<file path="config.mk">
export PLATFORM = sky130hd
export DESIGN_NAME = sertx_core
export DESIGN_NICKNAME = d
export VERILOG_FILES = /design/src/rtl/sertx_pkg.sv /design/src/rtl/sertx_regs.sv /design/src/rtl/sertx_hold.sv /design/src/rtl/sertx_shift.sv /design/src/rtl/sertx_core.sv
export SDC_FILE = /design/constraint.sdc
export NUM_CORES = 1
export LEC_CHECK = 0
export BUFFER_PORTS_ARGS = -buffer_cell sky130_fd_sc_hd__buf_2
export CORE_MARGIN = 4
export CORE_UTILIZATION = 45
export CTS_CLUSTER_DIAMETER = 200
export DETAILED_ROUTE_END_ITERATION = 10
export PLACE_DENSITY = 0.65
export RECOVER_POWER = 100
export SYNTH_ARGS = -nofsm -noshare
export SYNTH_HDL_FRONTEND = slang
export SYNTH_HIERARCHICAL = 1
export SYNTH_SLANG_ARGS = --single-unit
</file>
<file path="constraint.sdc">
create_clock -name clk -period 4.4 [get_ports clk]
set_clock_uncertainty 0.15 [all_clocks]
set_input_delay 0.66 -clock clk [delete_from_list [all_inputs] [get_ports clk]]
set_output_delay 0.66 -clock clk [all_outputs]
set_load 0.005 [all_outputs]
</file>
<file path="src/rtl/sertx_pkg.sv">
package sertx_pkg;

    localparam int DATA_W    = 8;
    localparam int FRAME_MAX = DATA_W + 3;
    localparam int CNT_W     = $clog2(FRAME_MAX);
    localparam int ADDR_W    = 2;
    localparam int BUS_W     = 8;

    localparam logic [ADDR_W-1:0] A_STAT = 2'd0;
    localparam logic [ADDR_W-1:0] A_DATA = 2'd1;
    localparam logic [ADDR_W-1:0] A_CTRL = 2'd2;

    // control register, bit 4 down to bit 0
    typedef struct packed {
        logic tx_b8;
        logic tc_ie;
        logic tdre_ie;
        logic nine;
        logic brk;
    } ctl_t;

    localparam int CTL_W = $bits(ctl_t);

    // content of the single holding slot
    typedef struct packed {
        logic            is_brk;
        logic [DATA_W:0] data;
    } slot_t;

    typedef enum logic [1:0] {
        SH_IDLE,
        SH_SEND,
        SH_GUARD
    } sh_state_e;

    function automatic logic [CNT_W-1:0] frame_len(input logic nine);
        return nine ? CNT_W'(FRAME_MAX) : CNT_W'(FRAME_MAX - 1);
    endfunction

    // line image of one frame, bit 0 goes out first
    function automatic logic [FRAME_MAX-1:0] frame_of(input slot_t s, input logic nine);
        logic [FRAME_MAX-1:0] f;
        f = '1;
        if (s.is_brk) begin
            f = '0;
        end else begin
            f[0]        = 1'b0;
            f[DATA_W:1] = s.data[DATA_W-1:0];
            if (nine) f[DATA_W+1] = s.data[DATA_W];
        end
        return f;
    endfunction

    function automatic logic [BUS_W-1:0] status_byte(input logic empty, input logic done);
        return {empty, done, {(BUS_W-2){1'b0}}};
    endfunction

endpackage

</file>
<file path="src/rtl/sertx_regs.sv">
module sertx_regs
    import sertx_pkg::*;
(
    input  logic              clk,
    input  logic              rst,
    input  logic [ADDR_W-1:0] bus_addr,
    input  logic              bus_wr,
    input  logic              bus_rd,
    input  logic [BUS_W-1:0]  bus_wdata,
    input  logic              tdre,
    input  logic              tc,
    output ctl_t              ctl,
    output logic              wr_ok,
    output logic [DATA_W:0]   wr_word,
    output logic [BUS_W-1:0]  rdata
);

    logic armed;

    always_ff @(posedge clk) begin
        if (rst) begin
            armed <= 1'b0;
            ctl   <= '0;
        end else begin
            if (bus_wr && bus_addr == A_DATA)
                armed <= 1'b0;
            else if (bus_rd && bus_addr == A_STAT)
                armed <= tdre;
            if (bus_wr && bus_addr == A_CTRL)
                ctl <= ctl_t'(bus_wdata[CTL_W-1:0]);
        end
    end

    assign wr_ok   = bus_wr && (bus_addr == A_DATA) && armed && tdre;
    assign wr_word = {ctl.tx_b8, bus_wdata[DATA_W-1:0]};

    always_comb begin
        case (bus_addr)
            A_STAT:  rdata = status_byte(tdre, tc);
            A_CTRL:  rdata = {{(BUS_W-CTL_W){1'b0}}, ctl};
            default: rdata = '0;
        endcase
    end

endmodule

</file>
<file path="src/rtl/sertx_hold.sv">
module sertx_hold
    import sertx_pkg::*;
(
    input  logic            clk,
    input  logic            rst,
    input  logic            wr_ok,
    input  logic [DATA_W:0] wr_word,
    input  logic            brk_req,
    input  logic            take,
    output logic            full,
    output slot_t           slot,
    output logic            tdre
);

    always_ff @(posedge clk) begin
        if (rst) begin
            full <= 1'b0;
            slot <= '0;
        end else if (take) begin
            full <= 1'b0;
        end else if (wr_ok) begin
            full        <= 1'b1;
            slot.is_brk <= 1'b0;
            slot.data   <= wr_word;
        end else if (brk_req && !full) begin
            full        <= 1'b1;
            slot.is_brk <= 1'b1;
            slot.data   <= '0;
        end
    end

    assign tdre = !full;

endmodule

</file>
<file path="src/rtl/sertx_shift.sv">
module sertx_shift
    import sertx_pkg::*;
(
    input  logic  clk,
    input  logic  rst,
    input  logic  bit_tick,
    input  logic  nine,
    input  logic  full,
    input  slot_t slot,
    output logic  take,
    output logic  idle,
    output logic  txd
);

    localparam logic [CNT_W-1:0] ONE = CNT_W'(1);

    sh_state_e             st;
    logic [FRAME_MAX-1:0]  shr;
    logic [CNT_W-1:0]      cnt;
    logic                  cur_brk;
    logic                  last_bit;

    assign last_bit = bit_tick && (cnt == '0);

    always_comb begin
        case (st)
            SH_IDLE:  take = full;
            SH_SEND:  take = last_bit && full && !(cur_brk && !slot.is_brk);
            SH_GUARD: take = bit_tick && full;
            default:  take = 1'b0;
        endcase
    end

    always_ff @(posedge clk) begin
        if (rst) begin
            st      <= SH_IDLE;
            shr     <= '1;
            cnt     <= '0;
            cur_brk <= 1'b0;
        end else if (take) begin
            st      <= SH_SEND;
            shr     <= frame_of(slot, nine);
            cnt     <= frame_len(nine) - ONE;
            cur_brk <= slot.is_brk;
        end else begin
            case (st)
                SH_SEND: begin
                    if (last_bit) begin
                        st <= cur_brk ? SH_GUARD : SH_IDLE;
                    end else if (bit_tick) begin
                        shr <= {1'b1, shr[FRAME_MAX-1:1]};
                        cnt <= cnt - ONE;
                    end
                end
                SH_GUARD: if (bit_tick) st <= SH_IDLE;
                default:  st <= SH_IDLE;
            endcase
        end
    end

    assign idle = (st == SH_IDLE);
    assign txd  = (st == SH_SEND) ? shr[0] : 1'b1;

endmodule

</file>
<file path="src/rtl/sertx_core.sv">
module sertx_core
    import sertx_pkg::*;
(
    input  logic              clk,
    input  logic              rst,
    input  logic              bit_tick,
    input  logic [ADDR_W-1:0] bus_addr,
    input  logic              bus_wr,
    input  logic              bus_rd,
    input  logic [BUS_W-1:0]  bus_wdata,
    output logic [BUS_W-1:0]  bus_rdata,
    output logic              txd,
    output logic              irq
);

    ctl_t            ctl_w;
    logic            wr_ok_w;
    logic [DATA_W:0] wr_word_w;
    logic            full_w;
    slot_t           slot_w;
    logic            tdre_w;
    logic            tc_w;
    logic            take_w;
    logic            idle_w;
    logic            brk_w;

    assign brk_w = ctl_w.brk;

    sertx_regs i_regs (
        .clk       (clk),
        .rst       (rst),
        .bus_addr  (bus_addr),
        .bus_wr    (bus_wr),
        .bus_rd    (bus_rd),
        .bus_wdata (bus_wdata),
        .tdre      (tdre_w),
        .tc        (tc_w),
        .ctl       (ctl_w),
        .wr_ok     (wr_ok_w),
        .wr_word   (wr_word_w),
        .rdata     (bus_rdata)
    );

    sertx_hold i_hold (
        .clk     (clk),
        .rst     (rst),
        .wr_ok   (wr_ok_w),
        .wr_word (wr_word_w),
        .brk_req (brk_w),
        .take    (take_w),
        .full    (full_w),
        .slot    (slot_w),
        .tdre    (tdre_w)
    );

    sertx_shift i_shift (
        .clk      (clk),
        .rst      (rst),
        .bit_tick (bit_tick),
        .nine     (ctl_w.nine),
        .full     (full_w),
        .slot     (slot_w),
        .take     (take_w),
        .idle     (idle_w),
        .txd      (txd)
    );

    assign tc_w = idle_w && !full_w && !brk_w;
    assign irq  = (tdre_w && ctl_w.tdre_ie) || (tc_w && ctl_w.tc_ie);

endmodule

</file>
==> results.md, run 1 <==
- The final critical path takes up between 60% and 70% of the cycle.
- The die is approximately 70 um tall.
- Cells with a size suffix above 1 make up 21.24% of the layout.
- The final standard cell count with taps included and fillers excluded is approximately 240.
- STA puts the critical path data required time at 4.47 ns.
- The flow ran to the end, but the final reports show violations.
- Using the TritonRoute via totals, the vias-per-cell ratio works out to between 5 and 6.
- The Yosys step of the flow raised 6 warnings.
- Setup repair after global routing left no endpoint under its margin.
- In this run the critical register-to-register path is launched from i_shift/cnt[0]$_SDFFE_PP0P_.
- The largest fanout on the critical path is 32.
- The time the final worst path needs with I/O delays and setup is approximately 2.7 ns.
- Clock latency on the worst-skew pair, taken at its later pin, is between 0.2 and 0.3 ns.
- In this run the critical register-to-register path is captured at i_hold/slot[1]$_SDFFE_PP0P_.
- The proportion of synthesized chip area in sequential cells is ~40%.
- The total vias in the final route is roughly 1300.
- The category of the critical setup timing path is register to register.
- The total global routing track utilization is 13.79%.
- The switching share of total power is 25.50%.
- The post-synthesis instance area is between 1500 and 2000 um2.
- Static timing analysis puts the maximum clock frequency at 0.3743 GHz.
- The clock tree from TritonCTS is done.
- The category of the worst setup path capture point is a register.
- Dividing total power by cell area gives a power density of 347.0 nW/um2.
- The number of synthesized register bits is 35.
- The placement row count is 22.
- Summing all placed instances gives a cell area of roughly 1800 um2.
- Summed over all nets, the switching power comes to 0.1605 mW.
- The congestion estimate from routability-driven global placement came to about 0.72.
- The core region is ~3700 um2.
- The overall power is between 0.6 and 0.7 mW.
- The combinational power share is 10.9%.
- Registers are responsible for between 50 and 60% of the overall power.
- In this run, post-CTS repair resized a total of 0 instances.
- For this configuration, the core starts out at a cell density of roughly 47%.
- The number of antenna diodes is 0.
- The count of nets left with antenna violations after detail routing is 0.
- In this run the post-CTS setup repair buffer count came out at 0.
- The portion of total power attributed to the clock network is a little over a third.
- The worst hold slack across all endpoints is around 0.32 ns.
- The number of clock sinks is 35.
- The number of nets in the layout is 208.
- The final hold violation count is 0.
- The checks that failed: max-capacitance violations, max-slew violations.
- The path category of the worst min-delay check is register to register.
- No sink is reached through more buffers than the 2 on the longest clock path.
- IR analysis of the VDD net gives a maximum drop of ~0.19 mV.
- The internal power of the cells totals approximately 0.47 mW.
- The clock-pin slew reported for the worst setup and hold paths after clock tree synthesis is roughly 0.070 ns.
- The worst setup path is launched from a register.
- The clock root buffer is clkbuf_8.
- The number of distinct library cell variants in the gate-level netlist after synthesis is 45.
- The setup slack of the most critical reg-to-reg path is between 1.5 and 2 ns.
- At the pin with the least slew margin, the transition time is ~1.6 ns.
- The number of hold buffers added after cts is 0.
- The number of antenna violations at the first check in global routing was 0.
- The total overflow left after global routing is 0.
- The H-tree depth is 2.
- The number of top-level design ports is 25.
- The per-instance average area after synthesis is approximately 10 um2.
- The final design area excluding fillers is 1814 um2.
- The number of optimization iterations in the first detailed-route pass is 4.
- The net count after synthesis is roughly 190.
- Across the run, the number of max-cap violations was 1.
- The number of cells on the worst reg-to-reg path is 8.
- The horizontal die dimension is roughly 70 um.
- The critical path starts at i_shift/cnt[0]$_SDFFE_PP0P_.
- The clock buffer count from CTS is 5.
- The number of filler cells placed in the layout is 367.
- The data arrival time of the critical path is 2.75 ns.
- The number of global-route vias before repair was about 1300.
- In the final routed layout, each cell accounts on average for between 10 and 15 um.
- Compared with the post-synthesis result, the final layout area differs by 4.167%.
- The number of cells in the design after placement is ~230.
- The count of endpoints failing setup in the final report is 0.
- The first global-routing pass estimated roughly 5.6 mm of wire.
- For the final routed database, the setup TNS stands at 0 ns.
- The maximum number of pins on one net before global-route repair is 33.
- The multi-input logic area is just over 800 um2.
- The headroom to the max-slew limit is -9.089%.
- The number of input and output port buffers inserted is 23.
- The number of design rule violations left after detail routing is 0.
- The final max-slew violation count is 16.
- The sequential cells in the finished layout cover a total of 700.7 um2.
- The post-DP HPWL is 2.345 mm.
- Summed over all layers, the routed wires come to roughly 3.3 mm.
- For this design the static power due to leakage is between 0.6 and 0.7 nW.
- In the synthesized netlist, the number of instances is 178.
- The end point of the critical path is i_hold/slot[1]$_SDFFE_PP0P_.
- The count of routing violations after the opening detailed-route iteration is 60.
- The die area is between 4000 and 5000 um2.
==> flip-flops by register name (all words and copies together), names as in the netlist <==
signal	flops
i_regs/ctl	5
i_shift/cur_brk	1
i_hold/slot	10
i_shift/st	2
i_hold/full	1
i_shift/cnt	4
i_shift/shr	11
i_regs/armed	1
==> per-layer routing <==
layer  routed length, um  vias to the layer above  global-route usage (%)  part of all wire, %
met3                 163                        7                   3.309                  4.9
li1                    -                      663                       -                    -
met5                   0                        -                       0                    0
met1                1586                      608                   17.99                   47
met4                  40                        0                   5.532                  1.2
met2                1557                       38                   21.83                   46
==> worst min-delay path by stage <==
stage | startpoint | to | slack [ns] | cells after the start
2_1_floorplan | i_hold/slot[8]$_SDFFE_PP0P_ | i_hold/slot[8]$_SDFFE_PP0P_ | 0.28 | 1
3_3_place_gp | i_regs/ctl[2]$_SDFFE_PP0P_ | i_regs/ctl[2]$_SDFFE_PP0P_ | 0.31 | 2
3_5_place_dp | i_hold/slot[8]$_SDFFE_PP0P_ | i_hold/slot[8]$_SDFFE_PP0P_ | 0.30 | 1
4_1_cts | i_hold/slot[8]$_SDFFE_PP0P_ | i_hold/slot[8]$_SDFFE_PP0P_ | 0.32 | 1
5_1_grt | i_hold/slot[8]$_SDFFE_PP0P_ | i_hold/slot[8]$_SDFFE_PP0P_ | 0.33 | 1
6_report | i_hold/slot[8]$_SDFFE_PP0P_ | i_hold/slot[8]$_SDFFE_PP0P_ | 0.32 | 1
==> power groups by stage <==
stage	registers [mW]	clock network, mW	logic, mW
after floorplan	0.343	0	0.0628
after global placement	0.345	0	0.0717
after detailed placement	0.346	0	0.0743
after CTS	0.338	0.228	0.0750
after global routing	0.340	0.242	0.0771
final	0.338	0.223	0.0686
==> synth_stat cells, drive strengths merged <==
library cell  number  share of area (%)
conb               1               0.22
o32ai              1                1.6
a31oi              7                2.5
ha                 1               0.72
a221oi             2                1.7
o21a               1               0.43
a21o               1               0.43
nor2b              3                1.5
o22ai              1               0.72
and2               7                2.9
dfxtp             35                 40
mux2               1               0.65
and2b              1               0.43
a211oi             2               0.86
nor3               4                1.1
inv                7                1.5
nand4bb            1                1.6
a22o              10                5.0
or2                1               0.36
buf               15                7.3
or3                2               0.72
xnor2              2                1.0
nor4b              1               0.50
nand3              6                1.7
mux2i              9                5.2
nor2               7                1.5
o2bb2ai            1               0.50
o211a              1               0.57
and3b              1               0.57
clkbuf             2               0.43
o21ai              8                3.4
nor3b              4                2.3
nand3b             2               0.86
clkinv             1               0.22
nand2b             4                1.4
nand2              7                1.5
nor4               5                1.8
a21oi             13                4.0
==> per-stage QoR <==
| step | worst slack, ns | util, % |
|---|---|---|
| 2_1_floorplan | 2.253 | - |
| 3_3_place_gp | 1.973 | 48.51 |
| 3_5_place_dp | 1.899 | 48.51 |
| 4_1_cts | 1.960 | 50.81 |
| 5_1_grt | 1.485 | 49.19 |
| 6_report | 1.728 | 49.19 |
==> layout make-up <==
class | instances | share of cell area [%]
well taps | 48 | 3.310
multi-input cells | 118 | 45.38
repair buffers | 24 | 6.345
clock buffers | 6 | 4.000
clock inverters | 2 | 0.6897
inverters | 8 | 1.655
flip-flops and latches | 35 | 38.62
==> worst max-delay path: stages (launching register included) <==
cell	delay, ns
dfxtp_1	0.31
inv_1	0.09
ha_1	0.24
nand4bb_2	0.17
o32ai_1	0.35
buf_4	0.39
inv_1	0.12
o22ai_1	0.56
a22o_1	0.23
==> layout by cell type (no fill, tap or decap), drive strengths merged, types with 2 or more instances in the layout <==
master / synthesis / layout
dfxtp: 35 / 35
buf: 15 / 18
a21oi: 13 / 13
clkbuf: 2 / 12
a22o: 10 / 10
mux2i: 9 / 9
o21ai: 8 / 8
inv: 7 / 7
nor2: 7 / 7
nand2: 7 / 7
a31oi: 7 / 7
and2: 7 / 7
nand3: 6 / 6
nor4: 5 / 5
nor3: 4 / 4
nand2b: 4 / 4
nor3b: 4 / 4
nor2b: 3 / 3
a211oi: 2 / 2
nand3b: 2 / 2
or3: 2 / 2
a221oi: 2 / 2
xnor2: 2 / 2
clkinv: 1 / 2
==> kinds of logic after synthesis <==
| logic type | after synthesis | synth area share [%] |
|---|---|---|
| AND/OR/NAND/NOR | 56 | 20.83 |
| AO/OA/AOI/OAI | 48 | 21.70 |
| XOR/XNOR | 2 | 1.006 |
| other | 1 | 0.2153 |
| multiplexers | 10 | 5.819 |
| adder cells (fa/ha/maj) | 1 | 0.7183 |
| buffers and inverters | 25 | 9.483 |
| flip-flops | 35 | 40.23 |
(Power assumes the default switching activity.)
==> inputs of run 2 (changes only) <==
Settings changed: ABC_AREA set to 1, PLACE_DENSITY 0.65 to 0.67.
Clock period 4.4 ns to 2.4 ns, I/O delays scaled along.
==> run 2 against run 1 <==
Compared with the run above:
- the flow now finishes without violations
- sequential power up 87%
- fmax up 32%
- hold slack worse by 0.16 ns
- count of clock-buffer cells in the layout up 1
- die area up 5.5%
- highest routed layer unchanged
==> results.md, run 2 <==
- The transition at the pin with the smallest max-transition slack is 0.8769 ns (-0.7595 ns).
- Yosys instantiated no cell more often than nand2_1.
- Compared with the post-synthesis result, the final layout area differs by 7.239%.
- The largest registers in the layout are i_shift/shr (11), i_hold/slot (10), i_regs/ctl (5).
- The number of design rule violations left after detail routing is 0 (unchanged).
- The post-synthesis instance area is 1849 um2 (+6.2%).
- By area the synthesized netlist is led by dfxtp_1, nand2_1, nand3_1.
- The final standard cell count with taps included and fillers excluded came to 343 (+42%).
- The routed metal-1 wire length came to 1.769 mm (+12%).
- The number of nets in the layout came to 308 (+48%).
- The starting density of the core was 46.23% (-0.99 points).
- The number of distinct library cell variants in the gate-level netlist after synthesis is 26 (-42%).
- The total global routing track utilization was 15.38% (+1.6 points).
- The count of endpoints failing setup in the final report is 0 (unchanged).
- The category of the critical setup timing path is register to register.
- The maximum number of buffers from clock root to sink is 2 (unchanged).
- The horizontal die dimension is 72.11 um (+2.7%).
- STA classifies the critical path startpoint as a register.
- The first-pass GRT wire length was 6.230 mm (+11%).
- The area inside the core boundary is 4000 um2 (+8.4%).
- The synthesized design spends more area on one cell type than any other, namely dfxtp_1.
- The count of routing violations after the opening detailed-route iteration is 63 (+5.0%).
- The clock buffer count from CTS is 5 (unchanged).
- The total vias in the final route is 1619 (+23%).
- The final design area excluding fillers is 1983 um2 (+9.3%).
- The mux contribution to synthesized area is 0% (-5.8 points).
- The maximum number of pins on one net before global-route repair came to 30 (-9.1%).
- The cell count after synthesis is 279 (+57%).
- The multi-input logic area is 870.8 um2 (+5.8%).
- The clock tree from TritonCTS is done.
- The worst hold slack across all endpoints is 0.1616 ns (-0.1620 ns).
- The die area is 5199 um2 (+5.5%).
- The path category of the worst min-delay check is input pin to register.
- The proportion of synthesized chip area in sequential cells came to 37.89% (-2.3 points).
- The number of filler cells placed in the layout is 426 (+16%).
- The number of antenna violations at the first check in global routing is 0 (unchanged).
- The clock-pin slew reported for the worst setup and hold paths after clock tree synthesis is 0.07 ns (about the same).
- The share of total power in sequential cells was 48.8% (-4.9 points).
- After synthesis, the largest family of logic cells by area is simple AND/OR/NAND/NOR gates.
- The number of synthesized register bits came to 35 (unchanged).
- The routed length per instance came to 10.43 um (-25%).
- The share of cells above drive strength 1 was 15.70% (-5.5 points).
- The share of the synthesized area in the top cell type is 37.89% (-2.3 points).
- The number of flip-flops under the largest register name is 11 (unchanged).
- The leakage power summed over all cells was 0.9569 nW (+46%).
- The category of the worst setup path capture point is a register.
- The post-DP HPWL was 2.602 mm (+11%).
- The number of optimization iterations in the first detailed-route pass is 4 (unchanged).
- The combinational power share is 14.2% (+3.3 points).
- The simple-gate area share of the yosys netlist is 39.58% (+19 points).
- The delay of the slowest critical-path stage is 0.32 ns (-0.24 ns).
- The number of antenna diodes came to 0 (unchanged).
- The summed negative setup slack over all endpoints came to 0 ns (unchanged).
- The net count after synthesis is 295 (+52%).
- The cell with the largest stage delay on the worst path is dfxtp_1.
- The number of hold buffers added after cts is 0 (unchanged).
- The count of nets left with antenna violations after detail routing was 0 (unchanged).
- The cell internal power dissipation is 0.9417 mW (+100%).
- The headroom to the max-slew limit is 41.54% (+51 points).
- The max capacitance violation total is 0 (-1).
- The largest fanout on the critical path is 13 (-59%).
- The post-route clock period utilization was 84.21% (+23 points).
- The switching share of total power is 27.15% (+1.7 points).
- The final max-slew violation count is 0 (-16).
- The met3 wirelength from detailed routing is 193 um (+18%).
- The total of warnings raised by yosys is 6 (unchanged).
- The ratio of routed vias to standard cells came to 4.720 (-14%).
- The overall die height was 72.11 um (+2.7%).
- The number of cells in the design after placement is 335 (+44%).
- The data required time of the worst path is 2.46 ns (-2.01 ns).
- The count of flip-flops with a built-in enable after synthesis came to 0 (unchanged).
- The placement row count is 23 (+4.5%).
- The H-tree depth is 2 (unchanged).
- The share of the synthesized area in compound gates (AO/OA/AOI/OAI) is 6.766% (-15 points).
- The number of input and output port buffers inserted is 23 (unchanged).
- The post-detailed-placement cell area is 1896 um2 (+5.9%).
- The xor and xnor fraction of the mapped netlist area is 0.4736% (-0.53 points).
- The number of gates resized after CTS is 0 (unchanged).
- The clock latency on the worst-skew pair came to 0.29 ns (about the same).
- The library cells used most frequently in the layout, excluding fill and tap cells, are nand2_1, dfxtp_1, nand3_1.
- The time the final worst path needs with I/O delays and setup is 2.021 ns (-0.6506 ns).
- The post-synthesis share of cell area spent on full adders, half adders and majority gates is 0.6766% (-0.042 points).
- The net switching power was 0.3510 mW (+120%).
- The commonest cells after synthesis are nand2_1, dfxtp_1, nand3_1.
- The aggregate global routing overflow is 0 (unchanged).
- The overall power is 1.293 mW (+110%).
- The combined flip-flop and latch cell area is 700.7 um2 (unchanged).
- The met2 routed wirelength is 1.553 mm (-0.26%).
- The number of top-level design ports is 25 (unchanged).
- The number of buffers inserted to repair setup after CTS is 0 (unchanged).
- Setup repair after global routing left no endpoint under its margin.
- The dominant cell type by count on the critical path is nand2_1.
- The final hold violation count is 0 (unchanged).
- The total length of routed wires is 3.579 mm (+6.9%).
- The async set-or-reset flop fraction in the synthesized netlist is 0% (unchanged).
- The data arrival time of the critical path is 2.08 ns (-0.67 ns).
- The highest metal layer with signal wires is met4.
- The fmax is 0.4948 GHz (+32%).
- Traced cell by cell, the critical path runs through inv_1 > ha_1 > nand2_1 > nor2_1 > nand2_1 > nand2_1 > nand2_2 > inv_1 > inv_2 > nand2_4 > nand2_1 > a21oi_1.
- i_shift/shr holds more flip-flops than any other register.
- The final weighted congestion in routability-driven placement came to 0.7363 (+2.9%).
- The per-instance average area after synthesis is 6.628 um2 (-32%).
- The predominant post-synthesis flop cell is dfxtp_1.
- The number of global-route vias before repair is 1498 (+19%).
- The root buffer cell chosen for the clock tree is clkbuf_8.
- The flow ran to the end, and the final reports show no timing, DRC or antenna violations.
- The power density normalized to cell area was 651.9 nW/um2 (+88%).
- The most common cell after layout, fill and taps aside is nand2_1.
- The worst ir drop on vdd was 0.3528 mV (+87%).
- The portion of total power attributed to the clock network was 37.0% (+1.6 points).
- The number of clock sinks came to 35 (unchanged).
==> run 2: cell count changes in the layout (fill, tap and decap cells not counted), moves of 7 or more <==
| cell | previous run | this run |
|---|---|---|
| nand2_1 | 7 | 94 |
| nand3_1 | 6 | 33 |
| inv_1 | 7 | 29 |
| nor2_1 | 7 | 28 |
| a22o_1 | 10 | 0 |
| mux2i_1 | 9 | 0 |
| a31oi_1 | 7 | 0 |
| clkbuf_2 | 0 | 7 |
==> run 2: stage by stage <==
step	worst slack (ns)	utilization (%)
global placement	0.5035	47.39
global route	0.1206	49.58
floorplan	0.6908	-
detailed placement	0.4132	47.39
CTS	0.3932	49.98
finish	0.3789	49.58
==> run 2: critical path: cells and delay by family, from the launching register on <==
| kind | cells | cell delay [ns] |
|---|---|---|
| DFF | 1 | 0.32 |
| buffers and inverters | 3 | 0.50 |
| and+or+nand+nor | 7 | 0.66 |
| adders and majority gates | 1 | 0.19 |
| AOI/OAI and AO/OA | 1 | 0.13 |
==> run 2: power by group through the flow <==
stage | sequential, mW | clock [mW] | combinational, mW
2_1_floorplan | 0.640 | 0 | 0.161
3_3_place_gp | 0.643 | 0 | 0.186
3_5_place_dp | 0.644 | 0 | 0.189
4_1_cts | 0.631 | 0.487 | 0.190
5_1_grt | 0.635 | 0.517 | 0.217
6_report | 0.631 | 0.478 | 0.184
==> run 2: final timing paths <==
kind	cells past startpoint	startpoint	to	slack, ns
setup / recovery	12	i_shift/cnt[0]$_SDFFE_PP0P_	i_hold/slot[4]$_SDFFE_PP0P_	0.38
hold / removal	3	bus_wdata[6]	i_hold/slot[6]$_SDFFE_PP0P_	0.16
setup reg to reg	12	i_shift/cnt[0]$_SDFFE_PP0P_	i_hold/slot[4]$_SDFFE_PP0P_	0.38
hold reg to reg	2	i_hold/slot[1]$_SDFFE_PP0P_	i_hold/slot[1]$_SDFFE_PP0P_	0.32
==> run 2: cell families after synthesis <==
kind of cell | Yosys count
adders and majority gates | 1
AOI/OAI and AO/OA | 22
DFF | 35
and+or+nand+nor | 167
xor gates and xnor gates | 1
buffers and inverters | 52
other | 1
==> run 2: cell type report <==
cell class | count | area share, %
Timing Repair Buffer | 24 | 5.931
Clock inverter | 1 | 0.3785
Tap cell | 50 | 3.155
Inverter | 34 | 6.435
Sequential cell | 35 | 35.33
Multi-Input combinational cell | 192 | 43.91
Clock buffer | 7 | 4.858
==> run 2: metal layers <==
layer / vias to the layer above / GRT usage [%]
li1: 874 / -
met1: 708 / 18.92
met2: 31 / 24.17
met3: 6 / 5.540
met4: 0 / 6.681
met5: - / 0
==> inputs of run 3 (changes only) <==
Settings changed: ABC_AREA 1 to 0, PLACE_DENSITY 0.67 to 0.68.
Clock period 2.4 ns to 1.85 ns, I/O delays scaled along.
==> run 3 against run 2 <==
Compared with the run above:
- hold slack got worse by 0.10 ns
- clock power increased by 10%
- final area increased by 3.4%
- wire length increased by 1.7%
- sequential share of layout area decreased by 1.0 points
- non-clock buffer count increased by 12
- fmax increased by 13%
- global-route usage decreased by 0.22 points
- utilization increased by 6.0 points
- count of clock-buffer cells in the layout decreased by 1
- combinational power increased by 24%
- critical path type unchanged
- critical endpoint is now i_shift/shr[10]$_SDFFE_PP1P_
==> results.md, run 3 (synthesized netlist as in run 1, its figures left out) <==
- The final hold violation count was 0 (unchanged).
- The number of clock sinks came to 35 (unchanged).
- The final max-slew violation count is 0 (unchanged).
- From synthesis to final layout, the design area changed by 17.74%.
- The overall power is 1.560 mW (+21%).
- The data arrival time of the critical path was 1.83 ns (-0.25 ns).
- The count of endpoints failing setup in the final report is 0 (unchanged).
- The headroom to the max-slew limit was 63.08% (+22 points).
- The flow ran to the end, and the final reports show no timing, DRC or antenna violations.
- The number of top-level design ports is 25 (unchanged).
- The final worst setup slack is 0.05879 ns (-0.3201 ns).
- The number of hold buffers added after cts was 0 (unchanged).
- The number of flip-flops under the largest register name is 11 (unchanged).
- The number of cells in the design after placement is 240 (-28%).
- The number of input and output port buffers inserted is 23 (unchanged).
- The aggregate global routing overflow was 0 (unchanged).
- The final core utilization came to 55.60% (+6.0 points).
- The clock-pin slew reported for the worst setup and hold paths after clock tree synthesis is 0.07 ns (about the same).
- The total vias in the final route is 1358 (-16%).
- The area inside the core boundary is 3689 um2 (-7.8%).
- The number of antenna diodes is 0 (unchanged).
- The H-tree depth is 2 (unchanged).
- The share of cells above drive strength 1 is 33.50% (+18 points).
- The number of nets in the layout came to 221 (-28%).
- The maximum number of buffers from clock root to sink was 2 (unchanged).
- The max capacitance violation total is 0 (unchanged).
- In the layout the commonest cells are dfxtp_1, buf_2, a21oi_1.
- The clock tree from TritonCTS is done.
- STA classifies the critical path endpoint as a register.
- The count of routing violations after the opening detailed-route iteration was 45 (-29%).
- The overall die height is 70.21 um (-2.6%).
- The final weighted congestion in routability-driven placement is 0.7099 (-3.6%).
- The routed length per instance is 14.33 um (+37%).
- The fmax is 0.5583 GHz (+13%).
- The count of nets left with antenna violations after detail routing was 0 (unchanged).
- The clock buffer count from CTS is 5 (unchanged).
- The worst register-to-register path begins at i_shift/cnt[1]$_SDFFE_PP0P_.
- The category of the critical setup timing path is register to register.
- The horizontal die dimension is 70.21 um (-2.6%).
- The first-pass GRT wire length came to 6.037 mm (-3.1%).
- The worst setup path is launched from a register.
- The die area is 4929 um2 (-5.2%).
- The largest fanout on the critical path is 15 (+2).
- The time the final worst path needs with I/O delays and setup is 1.791 ns (-0.2299 ns).
- The beginning of the worst hold path is bus_wdata[5].
- The register with the most flip-flops is i_shift/shr.
- The number of optimization iterations in the first detailed-route pass is 4 (unchanged).
- The ratio of routed vias to standard cells was 5.346 (+13%).
- Setup repair after global routing could not meet its margin everywhere.
- In this run the worst hold path is classified as input pin to register.
- The clock root buffer is clkbuf_8.
- The data required time of the worst path is 1.89 ns (-0.57 ns).
- In the final layout, the registers with the most flip-flops are i_shift/shr (11), i_hold/slot (10), i_regs/ctl (5).
- The post-route clock period utilization came to 96.82% (+13 points).
- The most common cell after layout, fill and taps aside is dfxtp_1.
- The transition at the pin with the smallest max-transition slack is 0.5527 ns (-0.3242 ns).
- The post-DP HPWL was 2.553 mm (-1.9%).
- The total global routing track utilization came to 15.16% (-0.22 points).
- The maximum number of pins on one net before global-route repair was 30 (unchanged).
- The final standard cell count with taps included and fillers excluded is 254 (-26%).
- The number of global-route vias before repair is 1372 (-8.4%).
- The starting density of the core was 47.22% (+0.99 points).
- The power density normalized to cell area came to 760.6 nW/um2 (+17%).
- The placement row count came to 22 (-4.3%).
- The clock latency on the worst-skew pair was 0.28 ns (about the same).
- The number of antenna violations at the first check in global routing is 0 (unchanged).
- The number of design rule violations left after detail routing is 0 (unchanged).
- The worst ir drop on vdd is 0.3968 mV (+12%).
- The total length of routed wires is 3.641 mm (+1.7%).
- The number of filler cells placed in the layout is 359 (-16%).
- The critical path startpoint is i_shift/cnt[1]$_SDFFE_PP0P_.
- The minimum setup slack after placement is 0.05340 ns (-0.3598 ns).
- The leakage power summed over all cells came to 0.7566 nW (-21%).
- The summed negative setup slack over all endpoints is 0 ns (unchanged).
[run 3: cell types whose count changed in the layout (fill, tap and decap cells not counted), moves of 5 or more]
cell	before	now
buf_4	0	8
nor2_1	28	7
buf_2	15	20
nand2_1	94	7
clkbuf_2	7	1
a31oi_1	0	7
and2_2	0	5
nand3_1	33	6
o21ai_2	0	5
a22o_1	0	10
nor4_1	0	5
inv_1	29	4
mux2i_1	0	9
o21ai_0	7	1
[run 3: timing repair]
| item | 4_1_cts | 5_1_grt |
|---|---|---|
| gates resized for setup | 0 | 6 |
| hold endpoints to repair | 0 | 0 |
| buffers inserted | 0 | 5 |
| endpoints found under the setup margin | 0 | 13 |
[run 3: through the flow]
step                instance area [um2]  hold WS [ns]
floorplan                          1765        0.1966
global placement                   1887        0.3016
detailed placement                 1887        0.3142
CTS                                1972       0.04544
global route                       2051       0.05816
finish                             2051       0.05813
[run 3: worst max-delay path, cell delays in order (launching register included)]
cell and delay [ns]:
dfxtp_2 0.34, inv_2 0.05, ha_4 0.16, nand4bb_4 0.11, o32ai_4 0.09, buf_6 0.15
buf_12 0.14, or3_1 0.34, a21o_1 0.17
[run 3: cell type report]
class	instances	area (um2)	share of cell area, %
clock buffer	6	72.57	3.539
multi-input combinational	119	912.1	44.48
sequential	35	703.2	34.29
inverter	8	30.03	1.464
tap	48	60.06	2.929
clock inverter	2	12.51	0.6101
timing repair buffer	36	260.3	12.69
[run 3: power breakdown]
part | switching, mW | internal [mW] | total (mW)
logic | 0.118 | 0.110 | 0.228
clock network | 0.264 | 0.263 | 0.527
registers | 0.0204 | 0.785 | 0.805
total | 0.403 | 1.16 | 1.56
[run 3: metal layers]
layer  global-route usage (%)  wire length (um)  vias up
li1                         -                 -      694
met2                    24.66              1712       31
met4                    5.957                53        0
met3                    5.324               190        6
met1                    18.23              1684      627
met5                        0                 0        -
[run 3: worst paths after layout]
check                                 end  slack, ns  cells after the start
max          i_shift/shr[10]$_SDFFE_PP1P_       0.06                      8
min           i_hold/slot[5]$_SDFFE_PP0P_       0.06                      2
max reg2reg  i_shift/shr[10]$_SDFFE_PP1P_       0.06                      8
min reg2reg    i_regs/ctl[4]$_SDFFE_PP0P_       0.33                      2
